==> src/rtl/spireg_pkg.sv <==
package spireg_pkg;

    typedef enum logic [2:0] {
        ST_IDLE,
        ST_CMD,
        ST_WRITE,
        ST_READ,
        ST_REJECT,
        ST_SATURATED
    } spireg_state_e;

    localparam logic [4:0] CMD_KEY = 5'b11100;

endpackage

==> src/rtl/spireg_sync.sv <==
module spireg_sync #(
    parameter int               WIDTH   = 3,
    parameter int               STAGES  = 2,
    parameter logic [WIDTH-1:0] RST_VAL = '0
) (
    input  logic             clk,
    input  logic             rst_n,
    input  logic [WIDTH-1:0] d,
    output logic [WIDTH-1:0] q
);

    for (genvar gi = 0; gi < WIDTH; gi++) begin : g_bit
        logic [STAGES-1:0] pipe;

        always_ff @(posedge clk or negedge rst_n) begin
            if (!rst_n) begin
                pipe <= {STAGES{RST_VAL[gi]}};
            end else begin
                pipe <= {pipe[STAGES-2:0], d[gi]};
            end
        end

        assign q[gi] = pipe[STAGES-1];
    end

endmodule

==> src/rtl/spireg_rx.sv <==
module spireg_rx #(
    parameter int W = 16
) (
    input  logic         clk,
    input  logic         rst_n,
    input  logic         clear,
    input  logic         shift_en,
    input  logic         bit_in,
    output logic [W-1:0] word,
    output logic         word_done
);

    localparam int              CNT_W = $clog2(W);
    localparam logic [CNT_W-1:0] LAST = CNT_W'(W - 1);

    logic [CNT_W-1:0] cnt;
    logic [W-1:0]     sreg;
    logic             done_q;

    always_ff @(posedge clk or negedge rst_n) begin
        if (!rst_n) begin
            cnt    <= '0;
            sreg   <= '0;
            done_q <= 1'b0;
        end else if (clear) begin
            cnt    <= '0;
            done_q <= 1'b0;
        end else if (shift_en) begin
            sreg   <= {sreg[W-2:0], bit_in};
            done_q <= (cnt == LAST);
            cnt    <= (cnt == LAST) ? '0 : cnt + 1'b1;
        end else begin
            done_q <= 1'b0;
        end
    end

    assign word      = sreg;
    assign word_done = done_q;

    // Each completed word is reported for exactly one cycle
    assert_done_pulse_R5: assert property (@(posedge clk) disable iff (!rst_n)
        word_done |=> !word_done);

    // A cleared counter never reports a finished word
    assert_clear_no_done_R7: assert property (@(posedge clk) disable iff (!rst_n)
        clear |=> !word_done);

endmodule

==> src/rtl/spireg_tx.sv <==
module spireg_tx #(
    parameter int W = 16
) (
    input  logic         clk,
    input  logic         rst_n,
    input  logic         load,
    input  logic         shift,
    input  logic [W-1:0] load_word,
    output logic         msb
);

    logic [W-1:0] sreg;

    always_ff @(posedge clk or negedge rst_n) begin
        if (!rst_n) begin
            sreg <= '0;
        end else if (load) begin
            sreg <= load_word;
        end else if (shift) begin
            sreg <= {sreg[W-2:0], 1'b0};
        end
    end

    assign msb = sreg[W-1];

    // Loading and shifting come from distinct falling-edge slots
    assert_load_shift_excl_R8: assert property (@(posedge clk) disable iff (!rst_n)
        !(load && shift));

endmodule

==> src/rtl/spireg_slave.sv <==
module spireg_slave
    import spireg_pkg::*;
#(
    parameter int DATA_W      = 16,
    parameter int ADDR_W      = 10,
    parameter int TOP_ADDR    = (1 << ADDR_W) - 1,
    parameter int SYNC_STAGES = 2
) (
    input  logic              clk,
    input  logic              rst_n,
    input  logic              spi_sclk,
    input  logic              spi_cs_n,
    input  logic              spi_sdi,
    output logic              spi_sdo,
    output logic              spi_sdo_oe,
    output logic [ADDR_W-1:0] rf_addr,
    output logic [DATA_W-1:0] rf_wdata,
    output logic              rf_we,
    input  logic [DATA_W-1:0] rf_rdata
);

    localparam int               KEY_LSB = DATA_W - 5;
    localparam int               RW_BIT  = DATA_W - 6;
    localparam logic [ADDR_W-1:0] TOP_L  = ADDR_W'(TOP_ADDR);

    // ---------------- input synchronisation and edges ----------------
    logic [2:0] pins_s;
    logic       s_sclk, s_cs_n, s_sdi;
    logic       sclk_d;
    logic       sclk_rise, sclk_fall, cs_active;

    spireg_sync #(
        .WIDTH   (3),
        .STAGES  (SYNC_STAGES),
        .RST_VAL (3'b010)
    ) u_sync (
        .clk   (clk),
        .rst_n (rst_n),
        .d     ({spi_sdi, spi_cs_n, spi_sclk}),
        .q     (pins_s)
    );

    assign s_sclk = pins_s[0];
    assign s_cs_n = pins_s[1];
    assign s_sdi  = pins_s[2];

    always_ff @(posedge clk or negedge rst_n) begin
        if (!rst_n) begin
            sclk_d <= 1'b0;
        end else begin
            sclk_d <= s_sclk;
        end
    end

    assign sclk_rise = s_sclk & ~sclk_d;
    assign sclk_fall = ~s_sclk & sclk_d;
    assign cs_active = ~s_cs_n;

    // ---------------- word receiver ----------------
    logic [DATA_W-1:0] rx_word;
    logic              rx_done;

    spireg_rx #(.W(DATA_W)) u_rx (
        .clk       (clk),
        .rst_n     (rst_n),
        .clear     (~cs_active),
        .shift_en  (cs_active & sclk_rise),
        .bit_in    (s_sdi),
        .word      (rx_word),
        .word_done (rx_done)
    );

    logic [4:0]        cmd_key;
    logic              cmd_rd;
    logic [ADDR_W-1:0] cmd_addr;

    assign cmd_key  = rx_word[DATA_W-1:KEY_LSB];
    assign cmd_rd   = rx_word[RW_BIT];
    assign cmd_addr = rx_word[ADDR_W-1:0];

    // ---------------- state machine ----------------
    spireg_state_e     state, state_nxt;
    logic [ADDR_W-1:0] ptr;
    logic              at_top;
    logic              load_pend;
    logic              tx_load, tx_shift, tx_msb;

    assign at_top = (ptr == TOP_L);

    always_ff @(posedge clk or negedge rst_n) begin
        if (!rst_n) begin
            state <= ST_IDLE;
        end else begin
            state <= state_nxt;
        end
    end

    always_comb begin
        state_nxt = state;
        if (!cs_active) begin
            state_nxt = ST_IDLE;
        end else begin
            unique case (state)
                ST_IDLE: state_nxt = ST_CMD;
                ST_CMD: begin
                    if (rx_done) begin
                        if (cmd_key != CMD_KEY) begin
                            state_nxt = ST_REJECT;
                        end else if (cmd_addr > TOP_L) begin
                            state_nxt = ST_SATURATED;
                        end else if (cmd_rd) begin
                            state_nxt = ST_READ;
                        end else begin
                            state_nxt = ST_WRITE;
                        end
                    end
                end
                ST_WRITE, ST_READ: begin
                    if (rx_done && at_top) begin
                        state_nxt = ST_SATURATED;
                    end
                end
                ST_REJECT, ST_SATURATED: state_nxt = state;
                default: state_nxt = ST_IDLE;
            endcase
        end
    end

    // ---------------- burst pointer and read-load pending flag ----------------
    always_ff @(posedge clk or negedge rst_n) begin
        if (!rst_n) begin
            ptr       <= '0;
            load_pend <= 1'b0;
        end else if (!cs_active) begin
            load_pend <= 1'b0;
        end else begin
            if (state == ST_CMD && rx_done) begin
                ptr       <= cmd_addr;
                load_pend <= 1'b1;
            end else if ((state == ST_WRITE || state == ST_READ) && rx_done) begin
                if (!at_top) begin
                    ptr <= ptr + 1'b1;
                end
                load_pend <= 1'b1;
            end else if (tx_load) begin
                load_pend <= 1'b0;
            end
        end
    end

    assign tx_load  = (state == ST_READ) && sclk_fall && load_pend;
    assign tx_shift = (state == ST_READ) && sclk_fall && !load_pend;

    spireg_tx #(.W(DATA_W)) u_tx (
        .clk       (clk),
        .rst_n     (rst_n),
        .load      (tx_load),
        .shift     (tx_shift),
        .load_word (rf_rdata),
        .msb       (tx_msb)
    );

    // ---------------- outputs ----------------
    always_comb begin
        rf_addr    = ptr;
        rf_wdata   = rx_word;
        rf_we      = 1'b0;
        spi_sdo_oe = 1'b0;
        spi_sdo    = tx_msb;
        unique case (state)
            ST_WRITE: rf_we = rx_done;
            ST_READ:  spi_sdo_oe = 1'b1;
            ST_IDLE, ST_CMD, ST_REJECT, ST_SATURATED: ;
            default: ;
        endcase
    end

    // ---------------- assertions ----------------
    assert_reject_quiet_R2: assert property (@(posedge clk) disable iff (!rst_n)
        (state == ST_REJECT) |-> (!rf_we && !spi_sdo_oe));

    assert_oe_after_cmd_R3: assert property (@(posedge clk) disable iff (!rst_n)
        $rose(spi_sdo_oe) |-> $past(state) == ST_CMD);

    assert_ptr_bound_R6: assert property (@(posedge clk) disable iff (!rst_n)
        (state == ST_WRITE || state == ST_READ) |-> (ptr <= TOP_L));

    assert_we_selected_R7: assert property (@(posedge clk) disable iff (!rst_n)
        rf_we |-> cs_active);

    assert_idle_released_R10: assert property (@(posedge clk) disable iff (!rst_n)
        !cs_active |=> !spi_sdo_oe);

endmodule

==> config.mk <==
export PLATFORM = sky130hd
export DESIGN_NAME = spireg_slave
export DESIGN_NICKNAME = d
export VERILOG_FILES = /design/src/rtl/spireg_pkg.sv /design/src/rtl/spireg_sync.sv /design/src/rtl/spireg_rx.sv /design/src/rtl/spireg_tx.sv /design/src/rtl/spireg_slave.sv
export SDC_FILE = /design/constraint.sdc
export NUM_CORES = 1
export LEC_CHECK = 0
export ABC_CLOCK_PERIOD_IN_PS = 1730
export BUFFER_PORTS_ARGS = -buffer_cell sky130_fd_sc_hd__buf_2
export CORE_MARGIN = 2
export CORE_UTILIZATION = 49
export DETAILED_ROUTE_END_ITERATION = 16
export GPL_ROUTABILITY_DRIVEN = 0
export PLACE_DENSITY = 0.83
export SYNTH_ARGS = -nofsm -noshare
export SYNTH_HDL_FRONTEND = slang
export SYNTH_SLANG_ARGS = --single-unit
==> constraint.sdc <==
create_clock -name clk -period 1.73 [get_ports clk]
set_clock_uncertainty 0.2 [all_clocks]
set_input_delay 0.2595 -clock clk [delete_from_list [all_inputs] [get_ports clk]]
set_output_delay 0.2595 -clock clk [all_outputs]
set_load 0.05 [all_outputs]
==> flow_summary_export.csv, run 1 <==
group,metric,value,unit
worst_hold_path,hp-start,"rf_rdata[4]",
critical_path,crit_fanout,3,
sta,final_hold_viol_count,6,
placement,place_area,0.00321,mm2
cts,worstSkewPairLatency,350,ps
logic_synthesis,syn-instance-count,243,
critical_path,arrival,1960,ps
critical_path,worstSetupPathType,"register to register",
logic_synthesis,avgSynthCellArea,11.0,um2
global_route,grt_max_degree,34,
power,p_per_area,948,mW/mm2
sta,maxSlewViolCount,0,
drt,drc,0,
global_route,antenna_found_initial,0,
cts,clock-root-buffer,"clkbuf_8",
drt,post_drt_wl_per_cell,17.7,um
worst_hold_path,whs_path_depth,3,
cts,htree_levels,3,
status,status,"finished, violations left",
sta,max_freq,518,MHz
placement,dpl.hpwl,4.20,mm
logic_synthesis,synth_cell_type_count,47,
sta,rsz0062_at_grt,"true",
drt,vias,2308,
status,violations,"negative hold slack, negative setup slack",
finish,area_growth,39.4,%
cts,cts_max_path_buffers,2,
logic_synthesis,synth_area,0.00267,mm2
logic_synthesis,ys_seq_area_share,54.4,%
cts,path_clk_slew,70,ps
sta,worst_pin_slew,407,ps
critical_path,rrSetupSlack,-200,ps
critical_path,cp-startpoint,"state[1]",
finish,final_cell_mix,"51 x dfrtp_1, 47 x buf_2, 27 x buf_4, 26 x nand2_1",
logic_synthesis,yosysWarnings,0,
logic_synthesis,syn-num-nets,266,
finish,drive_gt1_share,44.0,%
logic_synthesis,synth_flop_cell,"dfrtp_1",
sta,worst_slack,-201,ps
power,p_total,3530,uW
die,io_pins,50,
power,ir_drop,0.722,mV
global_route,grt_usage,23.8,%
logic_synthesis,synth-seq-cells,58,
logic_synthesis,synthArstFlopShare,100,%
drt,routed_wl,7.20,mm
drt,vias_per_cell,5.68,
sta,tns,-1740,ps
sta,setup_viol,15,
die,die_h,77.9,um
worst_hold_path,holdPathEnd,"u_tx.sreg[4]",
drt,drt_pass1_iterations,4,
sta,post-route-period-util,112,%
critical_path,r2r_end,"rf_addr[0]",
drt,drt-initial-drc-count,169,
die,coreArea,0.00517,mm2
critical_path,cp-end-kind,"register",
power,leakage,0.00177,uW
global_route,grt_pass1_vias,2316,
critical_path,start_kind,"register",
finish,final_core_util,72.0,%
die,die_area,0.00606,mm2
worst_hold_path,hold_class,"primary input to register",
sta,slew_headroom,72.8,%
critical_path,reg2reg_from,"state[1]",
job,drv_cap,0,
critical_path,slowest_delay,400,ps
finish,final_common_cell,"dfrtp_1",
critical_path,crit_family,"simple AND/OR/NAND/NOR gates",
placement,dp_slack,-57.3,ps
cts,cts_sinks,58,
global_route,grt-ovfl-total,0,
finish,antennaDiodeCount,0,
die,dieWidth,77.9,um
cts,cts_tree,"built",
critical_path,critPathBufInv,1,
placement,port_buffers,49,
critical_path,r2r_cells,5,
critical_path,critPathSlowestCell,"dfrtp_1",
cts,cts_made_buffers,9,
global_route,grt_first_pass_wirelength,11.0,mm
sta,fin_crit,1930,ps
critical_path,required,1760,ps
critical_path,cp.depth,5,
die,start_util,51.7,%
die,row_count,26,
critical_path,worstPathCellList,"buf_4 -> nand4bb_1 -> and4_4 -> or2_4 -> a211o_1",
drt,drtAntennaViolNets,0,
finish,fin_nets,354,
finish,design_area,0.00373,mm2
sta,fin_hold_ws,-13.8,ps
logic_synthesis,synth_edf_count,0,
[worst reg2reg max path: stages, from the launching register on]
cell and delay [ps]:
dfrtp_1 400, buf_4 140, nand4bb_1 300, and4_4 280, or2_4 250, a211o_1 260
[sequential cells by signal, indices dropped and copies added, names as in the netlist]
signal,count
sclk_d,1
u_sync.g_bit.pipe,6
state,3
rf_addr,10
load_pend,1
u_rx.word,16
u_tx.sreg,16
u_rx.cnt,4
u_rx.word_done,1
[synth_stat cells, types with 2 or more instances]
library cell | number | area (um2)
a21o_1 | 2 | 15.0
a21oi_1 | 10 | 50.1
a2bb2oi_1 | 6 | 52.6
a31oi_1 | 4 | 25.0
and3_1 | 4 | 25.0
and4_1 | 3 | 26.3
buf_2 | 5 | 25.0
buf_6 | 4 | 45.0
clkbuf_1 | 6 | 22.5
dfrtp_1 | 56 | 1400
dfstp_2 | 2 | 52.6
ha_1 | 2 | 25.0
inv_1 | 3 | 11.3
mux2_2 | 15 | 169
mux2i_1 | 16 | 160
nand2_1 | 27 | 101
nand3_1 | 3 | 15.0
nand4_1 | 3 | 18.8
nand4b_1 | 2 | 17.5
nor2_1 | 7 | 26.3
nor2_2 | 2 | 12.5
nor2b_1 | 2 | 12.5
nor3_1 | 8 | 40.0
nor4_1 | 2 | 12.5
o21ai_0 | 27 | 135
[routing by layer]
layer / vias to the layer above / GRT usage (%) / part of all wire [%]
li1: 1067 / - / -
met1: 1142 / 28.9 / 40
met2: 76 / 37.9 / 52
met3: 23 / 5.47 / 5.0
met4: 0 / 15.4 / 3.1
met5: - / 0 / 0
[layout make-up]
cell class / count / area [um2]
Clock inverter: 5 / 77.6
Sequential cell: 58 / 1460
Clock buffer: 11 / 141
Tap cell: 70 / 87.6
Fill cell: 334 / 1450
Timing Repair Buffer: 92 / 696
Inverter: 3 / 11.3
Multi-Input combinational cell: 167 / 1250
[worst max-delay path by stage]
stage                       endpoint  slack (ps)
after floorplan           rf_addr[0]        -250
after global placement    rf_addr[0]          -9
after detailed placement  rf_addr[0]         -60
after CTS                      rf_we        -130
after global routing      rf_addr[0]        -230
final                     rf_addr[0]        -200
[logic make-up (layout without fill, tap and decap cells)]
| logic type | Yosys count | count (layout) | share of synthesized area (%) |
|---|---|---|---|
| adder cells (fa/ha/maj) | 2 | 2 | 0.936 |
| AO/OA/AOI/OAI | 58 | 58 | 13.1 |
| flip-flops | 58 | 58 | 54.4 |
| multiplexers | 31 | 31 | 12.3 |
| XOR/XNOR | 1 | 1 | 0.328 |
| buffers and inverters | 19 | 111 | 4.02 |
| AND/OR/NAND/NOR | 74 | 75 | 14.9 |
[repair_timing]
item	in CTS	in global routing
resized for setup	20	29
gates cloned	1	2
hold endpoints to repair	60	0
hold buffers	5	0
endpoints found under the setup margin	10	21
buffers inserted	5	3
pin swaps	9	7
[power by group]
| group | leakage [uW] | internal, uW | total [uW] | switching [uW] |
|---|---|---|---|---|
| Combinational | 0.000968 | 166 | 576 | 410 |
| Sequential | 0.000688 | 1450 | 1550 | 94.6 |
| Clock | 0.000109 | 845 | 1410 | 565 |
| Total | 0.00177 | 2460 | 3530 | 1070 |
[through the flow]
stage | instances | hold WS (ps)
3_3_place_gp | 374 | -2.49
2_1_floorplan | 243 | -236
4_1_cts | 401 | 0.531
6_report | 406 | -13.8
5_1_grt | 406 | 7.40
3_5_place_dp | 374 | -0.699
Note: power is estimated with default switching activity, not from simulation.
==> inputs of run 2 (changes only) <==
- ABC_CLOCK_PERIOD_IN_PS: 1730 -> 1850
- CORE_UTILIZATION: 49 -> 55
- PLACE_DENSITY: 0.83 -> 0.87
- clock period: 1.73 -> 1.85 ns (I/O delays scaled with it)
==> run 2 against run 1 <==
- the run now ends clean
- non-clock buffer count shrank 17
- first-iteration DRC count grew 14%
- routed wire length shrank 18%
- critical endpoint is now rf_we
- highest routed layer unchanged
- cell count shrank 8.4%
- combinational power shrank 9.0%
==> flow_summary_export.csv, run 2 (synthesis gave the netlist of run 1 again) <==
group,metric,value,unit
status,status,"finished, final reports clean",
cts,clock-root-buffer,"clkbuf_8",
worst_hold_path,whs_path_depth,3,
global_route,grt_max_degree,59,
global_route,grt-ovfl-total,0,
sta,maxSlewViolCount,0,
worst_hold_path,hold_class,"primary input to register",
drt,drc,0,
critical_path,crit_fanout,7,
sta,rsz0062_at_grt,"true",
cts,worstSkewPairLatency,340,ps
die,die_area,0.00544,mm2
finish,area_growth,27.9,%
critical_path,critPathSlowestCell,"dfrtp_2",
sta,slew_headroom,77.6,%
cts,cts_tree,"built",
power,leakage,0.00162,uW
cts,htree_levels,3,
placement,port_buffers,49,
die,coreArea,0.00469,mm2
critical_path,r2r_cells,5,
finish,antennaDiodeCount,0,
finish,final_cell_mix,"50 x dfrtp_1, 47 x buf_2, 27 x nand2_1, 27 x o21ai_0, 19 x buf_4",
sta,fin_crit,1830,ps
drt,post_drt_wl_per_cell,15.9,um
critical_path,arrival,1350,ps
drt,drt-initial-drc-count,192,
drt,routed_wl,5.92,mm
finish,final_common_cell,"dfrtp_1",
cts,path_clk_slew,60,ps
global_route,grt_usage,22.3,%
critical_path,start_kind,"register",
critical_path,cp-end-kind,"output pin",
critical_path,worstPathCellList,"and2b_2 -> and3_4 -> buf_8",
drt,vias_per_cell,5.76,
global_route,antenna_found_initial,0,
critical_path,worstSetupPathType,"register to output pin",
drt,drt_pass1_iterations,4,
placement,dpl.hpwl,3.75,mm
drt,drtAntennaViolNets,0,
die,die_h,73.7,um
cts,cts_made_buffers,9,
die,row_count,25,
sta,final_hold_viol_count,0,
power,ir_drop,0.595,mV
sta,worst_pin_slew,332,ps
critical_path,required,1370,ps
critical_path,rrSetupSlack,40,ps
die,io_pins,50,
drt,vias,2144,
sta,post-route-period-util,99.0,%
cts,cts_max_path_buffers,2,
global_route,grt_first_pass_wirelength,9.03,mm
cts,cts_sinks,58,
power,p_per_area,955,mW/mm2
critical_path,reg2reg_from,"rf_addr[1]",
critical_path,r2r_end,"state[2]",
critical_path,critPathBufInv,1,
global_route,grt_pass1_vias,1966,
placement,place_area,0.00308,mm2
sta,tns,0,ps
critical_path,crit_family,"flip-flops",
finish,fin_nets,336,
worst_hold_path,hp-start,"rf_rdata[3]",
finish,drive_gt1_share,38.4,%
die,start_util,57.0,%
critical_path,slowest_delay,450,ps
job,drv_cap,0,
finish,design_area,0.00342,mm2
worst_hold_path,holdPathEnd,"u_tx.sreg[3]",
die,dieWidth,73.7,um
sta,max_freq,546,MHz
sta,setup_viol,0,
## run 2: where the power goes
group,switching (uW),internal (uW)
Clock,498,790
Sequential,95.2,1360
Combinational,376,149
Total,968,2300
## run 2: repair_timing
| item | 4_1_cts | 5_1_grt |
|---|---|---|
| setup endpoints to repair | 3 | 12 |
| pin swaps | 1 | 0 |
| gates resized for setup | 7 | 5 |
| hold endpoints to repair | 60 | 0 |
| buffers inserted | 0 | 5 |
| hold buffers | 5 | 0 |
## run 2: area by class of cell
type / count / area (um2)
clock buffers: 11 / 141
clock inverters: 5 / 77.6
fillers: 338 / 1270
inverters: 3 / 11.3
multi-input cells: 166 / 1170
flip-flops and latches: 58 / 1460
well taps: 54 / 67.6
repair buffers: 75 / 494
## run 2: worst max-delay path by stage
stage,from,to,slack (ps),cells after the start
4_1_cts,state[2],rf_we,0.7,3
3_5_place_dp,rf_addr[0],state[2],4,5
6_report,state[2],rf_we,20,3
2_1_floorplan,rf_addr[0],rf_addr[0],-130,6
3_3_place_gp,rf_addr[0],rf_addr[0],40,5
5_1_grt,state[2],rf_we,-20,3
## run 2: worst register-to-register path: stages, from the launching register on
cell and delay (ps):
dfrtp_2 400, ha_4 170, and4_4 230, nand4_1 140, or3b_1 410, a21oi_2 170
## run 2: through the flow
step | util (%) | hold WS, ps | instances | setup slack (ps) | power [uW]
finish | 72.9 | 44.0 | 372 | 18.1 | 3270
global route | 72.9 | 61.2 | 372 | -20.3 | 3370
CTS | 71.8 | 37.4 | 367 | 0.693 | 3280
detailed placement | 65.6 | 100 | 346 | 4.06 | 1990
global placement | 65.6 | 99.3 | 346 | 42.1 | 1980
floorplan | - | -218 | 243 | -127 | 1810
## run 2: layer usage
metal  track usage, %  part of all wire [%]  up-vias
met1             29.4                    44     1026
met5                0                     0        -
met4             12.9                   2.6        0
met3             5.62                   6.1       16
met2             33.3                    48       81
li1                 -                     -     1021
==> inputs of run 3 (changes only) <==
- ABC_CLOCK_PERIOD_IN_PS: 1850 -> 2100
- REMOVE_ABC_BUFFERS: default -> 1
- clock period: 1.85 -> 2.1 ns (I/O delays scaled with it)
==> run 3 against run 2 <==
- routed wire length is 6.7% lower
- sequential power is 12% lower
- design area is 4.1% lower
- flip-flop and latch count stayed put
- clock power is 8% lower
- worst hold slack worse by 21 ps
- power is 11% lower
- cell count is 2.4% lower
- sequential share of layout area is 1.6 points higher
- register-to-register slack better by 80 ps
==> flow_summary_export.csv, run 3 (synthesis gave the netlist of run 1 again) <==
group,metric,value,unit
drt,drt_pass1_iterations,4,
sta,slew_headroom,47.5,%
critical_path,critPathSlowestCell,"dfrtp_1",
finish,fill_cells,357,
cts,worstSkewPairLatency,340,ps
drt,post_drt_wl_per_cell,15.2,um
drt,drc,0,
power,p_total,2920,uW
power,p_comb_share,15.8,%
finish,antennaDiodeCount,0,
die,die_h,73.7,um
finish,area_growth,22.7,%
critical_path,required,1580,ps
global_route,grt_pass1_vias,1984,
drt,vias_per_cell,5.89,
finish,final_core_util,69.9,%
cts,cts_sinks,58,
global_route,grt_first_pass_wirelength,9.32,mm
power,p_per_area,890,mW/mm2
die,row_count,25,
power,swShare,28.4,%
die,dieWidth,73.7,um
cts,cts_made_buffers,9,
critical_path,cp-end-kind,"output pin",
drt,vias,2137,
critical_path,r2r_cells,5,
placement,dpl.hpwl,3.77,mm
drt,drt-initial-drc-count,126,
global_route,antenna_found_initial,0,
power,power_frac_seq,43.6,%
die,start_util,57.0,%
finish,drive_gt1_share,32.4,%
global_route,grt_max_degree,34,
job,drv_cap,0,
critical_path,start_kind,"register",
critical_path,cp-startpoint,"state[2]",
global_route,grt_usage,22.9,%
worst_hold_path,hold_class,"primary input to register",
power,leakage,0.00159,uW
cts,cts_tree,"built",
critical_path,rrSetupSlack,120,ps
critical_path,worstPathCellList,"and2b_1 -> and3_1 -> buf_2",
placement,port_buffers,49,
finish,fin_nets,327,
cts,cts_max_path_buffers,2,
die,io_pins,50,
status,status,"finished, final reports clean",
sta,setup_viol,0,
critical_path,reg2reg_from,"rf_addr[0]",
critical_path,slowest_delay,470,ps
finish,final_common_cell,"dfrtp_1",
cts,clock-root-buffer,"clkbuf_8",
sta,maxSlewViolCount,0,
cts,path_clk_slew,60,ps
cts,htree_levels,3,
die,die_area,0.00544,mm2
power,p_int,2090,uW
cts,cts_setup_buffers,0,
drt,routed_wl,5.52,mm
power,p_clk_share,40.6,%
sta,fin_crit,2000,ps
critical_path,r2r_end,"state[2]",
sta,rsz0062_at_grt,"false",
critical_path,arrival,1480,ps
die,coreArea,0.00469,mm2
critical_path,crit_path_end,"rf_we",
finish,final_cell_mix,"56 x dfrtp_1, 49 x buf_2, 27 x nand2_1, 27 x o21ai_0, 16 x mux2i_1",
global_route,grt-ovfl-total,0,
critical_path,worstSetupPathType,"register to output pin",
drt,drtAntennaViolNets,0,
sta,final_hold_viol_count,0,
sta,max_freq,500,MHz
power,switchingPower,830,uW
sta,worst_pin_slew,785,ps
sta,post-route-period-util,95.2,%
critical_path,crit_fanout,9,
power,ir_drop,0.674,mV
==> run 3: final cells by class <==
cell class | instances | area, um2 | share of cell area, %
clock buffer | 12 | 165 | 5.03
clock inverter | 4 | 72.6 | 2.21
inverter | 3 | 11.3 | 0.343
multi-input combinational | 166 | 1110 | 34.0
sequential | 58 | 1450 | 44.3
tap | 54 | 67.6 | 2.06
timing repair buffer | 66 | 395 | 12.1
==> run 3: how the worst min path moves through the flow <==
stage,start,to,cells after the start
after floorplan,rst_n,load_pend,0
after global routing,rf_rdata[0],u_tx.sreg[0],3
after global placement,rst_n,u_rx.word[9],1
final,rf_rdata[0],u_tx.sreg[0],3
after CTS,rf_rdata[0],u_tx.sreg[0],3
after detailed placement,rst_n,u_rx.word[9],1
==> run 3: worst max-delay path, delay by kind of cell, from the launching register on <==
family        cells  cell delay (ps)
flops             1              470
simple gates      2              430
buf+inv           1              260
==> run 3: stage by stage <==
stage               cell area, um2  setup slack [ps]  instances  hold WS, ps  TNS [ps]
CTS                           3280              84.0        363         16.6         0
global route                  3280              8.79        363         38.7         0
floorplan                     2580             -80.7        227         -181      -119
detailed placement            3000               107        343         53.8         0
global placement              3000               178        343         63.2         0
finish                        3280               101        363         22.9         0
==> run 3: repair_timing <==
item / 4_1_cts / 5_1_grt
setup endpoints to repair: 0 / 7
resized for setup: 0 / 2
hold buffers: 4 / 0
hold endpoints to repair: 17 / 0
==> run 3: power by group through the flow <==
stage / combinational (uW) / sequential, uW / clock (uW)
after floorplan: 78.5 / 1520 / 0
final: 461 / 1270 / 1190
after CTS: 466 / 1280 / 1210
after global routing: 486 / 1290 / 1250
after global placement: 455 / 1290 / 0
after detailed placement: 459 / 1300 / 0
==> run 3: per-layer routing <==
metal | up-vias | GRT usage (%) | wire (um)
met3 | 15 | 5.21 | 277
met4 | 0 | 13.3 | 128
met2 | 84 | 35.3 | 2750
met5 | - | 0 | 0
li1 | 1004 | - | -
met1 | 1034 | 29.7 | 2360
